### config.mk
export PLATFORM = sky130hd
export DESIGN_NAME = axi_bw_probe
export DESIGN_NICKNAME = d
export VERILOG_FILES = /design/src/rtl/axi_bw_pkg.sv /design/src/rtl/bw_pattern.sv /design/src/rtl/bw_cycle_timer.sv /design/src/rtl/bw_wr_engine.sv /design/src/rtl/bw_rd_engine.sv /design/src/rtl/axi_bw_probe.sv
export SDC_FILE = /design/constraint.sdc
export NUM_CORES = 1
export LEC_CHECK = 0
export BUFFER_PORTS_ARGS = -buffer_cell sky130_fd_sc_hd__buf_2
export CAP_MARGIN = 30
export CORE_AREA = 2 2 311 313
export DETAILED_ROUTE_END_ITERATION = 8
export DIE_AREA = 0 0 313 315
export MAX_ROUTING_LAYER = met4
export PLACE_DENSITY = 0.59
export SYNTH_ARGS = -nofsm -noshare
export SYNTH_HDL_FRONTEND = slang
export SYNTH_SLANG_ARGS = --single-unit
### constraint.sdc
create_clock -name clk -period 20.8 [get_ports clk]
set_clock_uncertainty 0.15 [all_clocks]
set_input_delay 4.16 -clock clk [delete_from_list [all_inputs] [get_ports clk]]
set_output_delay 4.16 -clock clk [all_outputs]
set_load 0.02 [all_outputs]
### src/rtl/axi_bw_pkg.sv
package axi_bw_pkg;
   typedef enum logic [1:0] {
      PH_IDLE  = 2'd0,
      PH_WRITE = 2'd1,
      PH_READ  = 2'd2,
      PH_DONE  = 2'd3
   } phase_e;

   localparam logic [1:0] RESP_OKAY  = 2'b00;
   localparam logic [1:0] BURST_INCR = 2'b01;
   localparam int unsigned LANE_W    = 32;
endpackage

### src/rtl/bw_pattern.sv
module bw_pattern #(
   parameter int unsigned ADDR_W = 32,
   parameter int unsigned DATA_W = 256
) (
   input  logic [ADDR_W-1:0] addr,
   output logic [DATA_W-1:0] data
);
   import axi_bw_pkg::*;
   localparam int unsigned LANES = DATA_W / LANE_W;

   for (genvar i = 0; i < LANES; i++) begin : g_lane
      logic [ADDR_W-1:0] sum;
      assign sum = addr + ADDR_W'(i);
      assign data[i*LANE_W +: LANE_W] = sum[LANE_W-1:0];
   end
endmodule

### src/rtl/bw_cycle_timer.sv
module bw_cycle_timer #(
   parameter int unsigned CYC_W = 32
) (
   input  logic             clk,
   input  logic             rst_n,
   input  logic             clr,
   input  logic             run,
   output logic [CYC_W-1:0] count
);
   always_ff @(posedge clk) begin
      if (!rst_n)      count <= '0;
      else if (clr)    count <= '0;
      else if (run)    count <= count + CYC_W'(1);
   end
endmodule

### src/rtl/bw_wr_engine.sv
module bw_wr_engine #(
   parameter int unsigned ADDR_W  = 32,
   parameter int unsigned DATA_W  = 256,
   parameter int unsigned BURST_W = 17,
   parameter int unsigned BEATS   = 128,
   parameter int unsigned MAX_OUT = 16
) (
   input  logic                clk,
   input  logic                rst_n,
   input  logic                go,
   input  logic [ADDR_W-1:0]   base,
   input  logic [BURST_W-1:0]  bursts,
   output logic                awvalid,
   input  logic                awready,
   output logic [ADDR_W-1:0]   awaddr,
   output logic [7:0]          awlen,
   output logic [2:0]          awsize,
   output logic [1:0]          awburst,
   output logic                wvalid,
   input  logic                wready,
   output logic [DATA_W-1:0]   wdata,
   output logic [DATA_W/8-1:0] wstrb,
   output logic                wlast,
   input  logic                bvalid,
   output logic                bready,
   input  logic [1:0]          bresp,
   output logic                busy,
   output logic                err,
   output logic                fin
);
   import axi_bw_pkg::*;
   localparam int unsigned BYTES       = DATA_W / 8;
   localparam int unsigned SIZE_CODE   = $clog2(BYTES);
   localparam int unsigned BURST_SHIFT = $clog2(BEATS * BYTES);
   localparam int unsigned BEAT_W      = $clog2(BEATS);
   localparam logic [BURST_W-1:0] OUT_LIM = BURST_W'(MAX_OUT);

   logic               active;
   logic [BURST_W-1:0] aw_cnt, w_burst, b_cnt;
   logic [BEAT_W-1:0]  w_beat;
   logic [ADDR_W-1:0]  beat_addr;
   logic               b_last;

   assign awvalid   = active && (aw_cnt != bursts) && ((aw_cnt - b_cnt) < OUT_LIM);
   assign awaddr    = base + (ADDR_W'(aw_cnt) << BURST_SHIFT);
   assign awlen     = 8'(BEATS - 1);
   assign awsize    = 3'(SIZE_CODE);
   assign awburst   = BURST_INCR;

   assign wvalid    = active && (w_burst != aw_cnt);
   assign beat_addr = base + (ADDR_W'(w_burst) << BURST_SHIFT) + (ADDR_W'(w_beat) << SIZE_CODE);
   assign wstrb     = '1;
   assign wlast     = (w_beat == BEAT_W'(BEATS - 1));

   bw_pattern #(.ADDR_W(ADDR_W), .DATA_W(DATA_W)) u_pat (
      .addr (beat_addr),
      .data (wdata)
   );

   assign bready = 1'b1;
   assign b_last = active && bvalid && (b_cnt == bursts - BURST_W'(1));
   assign fin    = b_last;
   assign busy   = active;

   always_ff @(posedge clk) begin
      if (!rst_n) begin
         active  <= 1'b0;
         aw_cnt  <= '0;
         w_burst <= '0;
         w_beat  <= '0;
         b_cnt   <= '0;
         err     <= 1'b0;
      end else if (go) begin
         active  <= 1'b1;
         aw_cnt  <= '0;
         w_burst <= '0;
         w_beat  <= '0;
         b_cnt   <= '0;
         err     <= 1'b0;
      end else begin
         if (awvalid && awready) aw_cnt <= aw_cnt + BURST_W'(1);
         if (wvalid && wready) begin
            if (wlast) begin
               w_beat  <= '0;
               w_burst <= w_burst + BURST_W'(1);
            end else begin
               w_beat  <= w_beat + BEAT_W'(1);
            end
         end
         if (active && bvalid) begin
            b_cnt <= b_cnt + BURST_W'(1);
            if (bresp != RESP_OKAY) err <= 1'b1;
         end
         if (b_last) active <= 1'b0;
      end
   end
endmodule

### src/rtl/bw_rd_engine.sv
module bw_rd_engine #(
   parameter int unsigned ADDR_W     = 32,
   parameter int unsigned DATA_W     = 256,
   parameter int unsigned BURST_W    = 17,
   parameter int unsigned BEATS      = 128,
   parameter int unsigned MAX_OUT    = 16,
   parameter int unsigned CNT_W      = 32,
   parameter bit          CHECK_DATA = 1'b1
) (
   input  logic               clk,
   input  logic               rst_n,
   input  logic               clr,
   input  logic               go,
   input  logic [ADDR_W-1:0]  base,
   input  logic [BURST_W-1:0] bursts,
   output logic               arvalid,
   input  logic               arready,
   output logic [ADDR_W-1:0]  araddr,
   output logic [7:0]         arlen,
   output logic [2:0]         arsize,
   output logic [1:0]         arburst,
   input  logic               rvalid,
   output logic               rready,
   input  logic [DATA_W-1:0]  rdata,
   input  logic [1:0]         rresp,
   input  logic               rlast,
   output logic               busy,
   output logic               err,
   output logic               last_err,
   output logic [CNT_W-1:0]   mismatches,
   output logic               fin
);
   import axi_bw_pkg::*;
   localparam int unsigned BYTES       = DATA_W / 8;
   localparam int unsigned SIZE_CODE   = $clog2(BYTES);
   localparam int unsigned BURST_SHIFT = $clog2(BEATS * BYTES);
   localparam int unsigned BEAT_W      = $clog2(BEATS);
   localparam logic [BURST_W-1:0] OUT_LIM = BURST_W'(MAX_OUT);

   logic               active;
   logic [BURST_W-1:0] ar_cnt, r_burst;
   logic [BEAT_W-1:0]  r_beat;
   logic               final_beat;
   logic               beat_bad;
   logic               take;

   assign arvalid = active && (ar_cnt != bursts) && ((ar_cnt - r_burst) < OUT_LIM);
   assign araddr  = base + (ADDR_W'(ar_cnt) << BURST_SHIFT);
   assign arlen   = 8'(BEATS - 1);
   assign arsize  = 3'(SIZE_CODE);
   assign arburst = BURST_INCR;
   assign rready  = 1'b1;

   assign take       = active && rvalid;
   assign final_beat = (r_beat == BEAT_W'(BEATS - 1));
   assign fin        = take && final_beat && (r_burst == bursts - BURST_W'(1));
   assign busy       = active;

   if (CHECK_DATA) begin : g_cmp
      logic [ADDR_W-1:0] exp_addr;
      logic [DATA_W-1:0] exp_data;
      assign exp_addr = base + (ADDR_W'(r_burst) << BURST_SHIFT) + (ADDR_W'(r_beat) << SIZE_CODE);
      bw_pattern #(.ADDR_W(ADDR_W), .DATA_W(DATA_W)) u_pat (
         .addr (exp_addr),
         .data (exp_data)
      );
      assign beat_bad = (rdata != exp_data);
   end else begin : g_nocmp
      assign beat_bad = 1'b0;
   end

   always_ff @(posedge clk) begin
      if (!rst_n || clr) begin
         active     <= 1'b0;
         ar_cnt     <= '0;
         r_burst    <= '0;
         r_beat     <= '0;
         err        <= 1'b0;
         last_err   <= 1'b0;
         mismatches <= '0;
      end else if (go) begin
         active  <= 1'b1;
         ar_cnt  <= '0;
         r_burst <= '0;
         r_beat  <= '0;
      end else begin
         if (arvalid && arready) ar_cnt <= ar_cnt + BURST_W'(1);
         if (take) begin
            if (final_beat) begin
               r_beat  <= '0;
               r_burst <= r_burst + BURST_W'(1);
            end else begin
               r_beat  <= r_beat + BEAT_W'(1);
            end
            if (rresp != RESP_OKAY)   err        <= 1'b1;
            if (rlast != final_beat)  last_err   <= 1'b1;
            if (beat_bad)             mismatches <= mismatches + CNT_W'(1);
         end
         if (fin) active <= 1'b0;
      end
   end
endmodule

### src/rtl/axi_bw_probe.sv
module axi_bw_probe #(
   parameter int unsigned ADDR_W     = 32,
   parameter int unsigned DATA_W     = 256,
   parameter int unsigned BURST_W    = 17,
   parameter int unsigned BEATS      = 128,
   parameter int unsigned MAX_OUT    = 16,
   parameter int unsigned CYC_W      = 32,
   parameter int unsigned CNT_W      = 32,
   parameter bit          CHECK_DATA = 1'b1
) (
   input  logic                clk,
   input  logic                rst_n,
   input  logic                start,
   input  logic [ADDR_W-1:0]   cfg_base,
   input  logic [BURST_W-1:0]  cfg_bursts,
   output logic                awvalid,
   input  logic                awready,
   output logic [ADDR_W-1:0]   awaddr,
   output logic [7:0]          awlen,
   output logic [2:0]          awsize,
   output logic [1:0]          awburst,
   output logic                wvalid,
   input  logic                wready,
   output logic [DATA_W-1:0]   wdata,
   output logic [DATA_W/8-1:0] wstrb,
   output logic                wlast,
   input  logic                bvalid,
   output logic                bready,
   input  logic [1:0]          bresp,
   output logic                arvalid,
   input  logic                arready,
   output logic [ADDR_W-1:0]   araddr,
   output logic [7:0]          arlen,
   output logic [2:0]          arsize,
   output logic [1:0]          arburst,
   input  logic                rvalid,
   output logic                rready,
   input  logic [DATA_W-1:0]   rdata,
   input  logic [1:0]          rresp,
   input  logic                rlast,
   output logic                done,
   output logic [CYC_W-1:0]    wr_cycles,
   output logic [CYC_W-1:0]    rd_cycles,
   output logic                wr_err,
   output logic                rd_err,
   output logic                rlast_err,
   output logic [CNT_W-1:0]    mismatch_cnt
);
   import axi_bw_pkg::*;
   localparam int unsigned BURST_BYTES = BEATS * DATA_W / 8;

   initial begin
      if (DATA_W % LANE_W != 0) $error("DATA_W must be a multiple of 32");
      if (BURST_BYTES > 4096 || (BURST_BYTES & (BURST_BYTES - 1)) != 0)
         $error("burst must be a power of two no larger than 4 KiB");
      if (BEATS < 2 || BEATS > 256) $error("BEATS out of AXI4 range");
      if (MAX_OUT < 1 || MAX_OUT >= (1 << BURST_W)) $error("MAX_OUT out of range");
      if (ADDR_W < LANE_W) $error("ADDR_W must be at least 32");
   end

   phase_e state;
   logic   start_acc, rd_go;
   logic   wr_busy, wr_fin, rd_busy, rd_fin;

   assign start_acc = start && ((state == PH_IDLE) || (state == PH_DONE));
   assign rd_go     = (state == PH_WRITE) && wr_fin;
   assign done      = (state == PH_DONE);

   always_ff @(posedge clk) begin
      if (!rst_n)                              state <= PH_IDLE;
      else if (start_acc)                      state <= PH_WRITE;
      else if (rd_go)                          state <= PH_READ;
      else if ((state == PH_READ) && rd_fin)   state <= PH_DONE;
   end

   bw_wr_engine #(
      .ADDR_W(ADDR_W), .DATA_W(DATA_W), .BURST_W(BURST_W),
      .BEATS(BEATS), .MAX_OUT(MAX_OUT)
   ) u_wr (
      .clk(clk), .rst_n(rst_n), .go(start_acc),
      .base(cfg_base), .bursts(cfg_bursts),
      .awvalid(awvalid), .awready(awready), .awaddr(awaddr),
      .awlen(awlen), .awsize(awsize), .awburst(awburst),
      .wvalid(wvalid), .wready(wready), .wdata(wdata),
      .wstrb(wstrb), .wlast(wlast),
      .bvalid(bvalid), .bready(bready), .bresp(bresp),
      .busy(wr_busy), .err(wr_err), .fin(wr_fin)
   );

   bw_rd_engine #(
      .ADDR_W(ADDR_W), .DATA_W(DATA_W), .BURST_W(BURST_W),
      .BEATS(BEATS), .MAX_OUT(MAX_OUT), .CNT_W(CNT_W),
      .CHECK_DATA(CHECK_DATA)
   ) u_rd (
      .clk(clk), .rst_n(rst_n), .clr(start_acc), .go(rd_go),
      .base(cfg_base), .bursts(cfg_bursts),
      .arvalid(arvalid), .arready(arready), .araddr(araddr),
      .arlen(arlen), .arsize(arsize), .arburst(arburst),
      .rvalid(rvalid), .rready(rready), .rdata(rdata),
      .rresp(rresp), .rlast(rlast),
      .busy(rd_busy), .err(rd_err), .last_err(rlast_err),
      .mismatches(mismatch_cnt), .fin(rd_fin)
   );

   bw_cycle_timer #(.CYC_W(CYC_W)) u_wr_tmr (
      .clk(clk), .rst_n(rst_n), .clr(start_acc), .run(wr_busy), .count(wr_cycles)
   );

   bw_cycle_timer #(.CYC_W(CYC_W)) u_rd_tmr (
      .clk(clk), .rst_n(rst_n), .clr(start_acc), .run(rd_busy), .count(rd_cycles)
   );
endmodule

==> metrics.txt <==
outcome=finished, final reports clean; total power=1.36 mW; GR Util met3=0.0550; combinational power share=0.352; largest net degree at the start of global routing=80; Worst EP arrival=9620 ps; Clk network pwr share=0.363; Avg WL per Cell=25.6 um; Slew HR=0.290; adder-cell share of the synthesized area=0.0616; Yosys cell types=111; Synth area leaders=xnor2_1 (15%), dfxtp_1 (14%), xor2_1 (6.6%), nor2_1 (5.9%), ha_1 (5.9%); Initial Util=0.300; post-cts gate resize count=0; TritonCTS clock tree=yes; DIE AREA=98600 sq um; internal power=842 uW; Post-Synth Simple-Gate Area=0.316; Synth Register Bits=202; number of max-cap violations=0; Layout Nets=5165; Core Rows=114; clk sinks=202; mapped cell area=28700 sq um; start point of the critical path=cfg_base[5]; IO Pins=802; worst IR drop on VDD=54.7 uV; Max Slew Vio Count=0; Reg power frac=0.285; gr usage total=0.304; Post-synth top flop=dfxtp_1; met2 Use GR=0.472; Worst-Skew Late Latency=570 ps; root buffer cell=clkbuf_16; share of the synthesized area in the top cell type=0.153; vias in the first global route=30.4k; die height=315 um; Min-Delay Path Class=reg -> reg; Fin. Hold Viols=0; First-pass DRT Iterations=6; crit start category=input pin; post-synthesis async set-or-reset flop share=0; Leak=13.6 nW; antenna-violating nets left=0; Critical Path Fanout Max=9; syn_area_per_cell=7.06 sq um; grt ovf=0; Clock Tree Buf Depth=3; most crowded layer after global routing=met2; Post-Route WL=154 mm; sw frac=0.382; Synth Area in XOR/XNOR=0.224; Via density=5.60; initial antenna violation count=24; Synth Area in Compound Gates=0.173; Period minus WS final=13930 ps; Min-Delay Path Depth=2; largest family of logic cells by synthesized area=simple AND/OR/NAND/NOR gates; fmax=71.8 MHz; M1 GR Usage=0.391; most common cell in the synthesized netlist=xnor2_1; Area Overhead vs Synth=20.3%; mux cell area share after synthesis=0.0152; r2r startpoint=u_rd.r_beat[0]$_SDFFE_PP0P_; WP data required=16490 ps; Final HPWL DP=127 mm; Seq/Total Area, Yosys=0.141; Final Cycle Share=0.670; RSZ-0062 raised after global routing=no; Mapped Cells=4068; endpoints failing setup=0; H-tree depth=1; kind of critical path=in -> out; share of layout cells above drive strength 1=0.205; start point of the worst hold path=u_wr.err$_SDFFE_PP0P_; R2R depth=20; placer congestion estimate=1.05; Clk pin slew, worst setup/hold paths=60 ps; Pwr Density=39.4 nW/um^2; DR iter-0 viols=3242; Ys Warns=0; vias post-DR=33.8k; Fin Setup TNS=0 ps; Post-synth EDFFs=0; P_sw=521 uW; CTS Buf Count=27; Post-CTS Setup Bufs=0; cell taking the most area after synthesis=xnor2_1; Synth top cells by count=xnor2_1 (503), nor2_1 (454), nand2_1 (404); Critical Path End Type=output port; Residual DRC=0; first-pass GRT wire length=216 mm; CORE AREA=95700 sq um; Slew @ Worst Pin=1070 ps; Die X=313 um; input/output buffers=741; Hold-fix buffers, CTS=0
[metrics by stage]
step / hold slack (ps) / util / cell area [sq um] / instances / setup WS, ps
2_1_floorplan: 328 / - / 28900 / 4126 / 7630
3_3_place_gp: 283 / 0.350 / 33500 / 5944 / 6840
3_5_place_dp: 288 / 0.350 / 33500 / 5954 / 7010
4_1_cts: 297 / 0.360 / 34500 / 6004 / 6980
5_1_grt: 321 / 0.361 / 34500 / 6027 / 6500
6_report: 296 / 0.361 / 34600 / 6036 / 6870
[kinds of logic (layout without fill, tap and decap cells)]
logic type	Yosys count	after routing
AOI/OAI and AO/OA	743	743
xor gates and xnor gates	726	726
adders and majority gates	139	139
buffers and inverters	415	1018
DFF	202	202
muxes	42	42
other	2	91
and+or+nand+nor	1799	1799
[sequential cells by signal (all words and copies together) (netlist names), 2 cells and up]
signal,count
u_wr.b_cnt,17
u_wr_tmr.count,32
u_wr.aw_cnt,17
u_rd.ar_cnt,17
u_rd.r_beat,7
u_rd_tmr.count,32
state,2
u_rd.r_burst,17
u_wr.w_beat,7
u_wr.w_burst,17
u_rd.mismatches,32
[metal layers]
layer	part of all wire	up-vias	wire (um)
li1	-	15700	-
met1	0.43	16300	65900
met2	0.45	1654	68900
met3	0.085	261	13100
met4	0.042	0	6560
met5	0	-	0
[power by group through the flow]
stage	Sequential, mW	Clock [mW]	Combinational (mW)
floorplan	0.397	0	0.284
global placement	0.397	0	0.468
detailed placement	0.397	0	0.468
CTS	0.389	0.510	0.470
global route	0.389	0.524	0.501
finish	0.389	0.494	0.480
[worst paths after layout]
kind / end / slack [ps]
max: wdata[254] / 6870
min: u_wr.err$_SDFFE_PP0P_ / 300
max reg2reg: u_rd.mismatches[6]$_SDFFE_PP0P_ / 13200
min reg2reg: u_wr.err$_SDFFE_PP0P_ / 300
[cell usage in the layout, fill, tap and decap left out, drive strengths merged, types with 58 or more instances in the layout]
cell type	n
and3	85
nor3	142
xnor2	504
or3	58
nand4	131
nand2	404
dfxtp	202
o21ai	168
xor2	218
a21oi	185
conb	60
inv	136
nand3	186
nor4	82
nor2	455
ha	135
buf	832
[final cells by class]
class	instances	area, sq um
Antenna cell	31	77.6
Clock buffer	35	736
Clock inverter	15	201
Fill cell	10400	61200
Inverter	136	510
Multi-Input combinational cell	3509	23000
Sequential cell	202	4040
Tap cell	1276	1600
Timing Repair Buffer	832	4390
[worst max-delay path, cell delays in order]
cell and delay [ps]:
buf_2 160, ha_1 240, fa_1 410, a21o_1 190
a21oi_1 290, o21bai_1 100, a21o_1 210, a21oi_1 230
o21ai_1 180, a211oi_1 410, o311ai_0 250, a2111oi_0 560
nor3_1 180, xnor2_2 680, and4_1 470, and2_1 400
nand2_1 130, xnor2_1 160, buf_2 180
No activity file was read; power rests on OpenSTA's default activity.
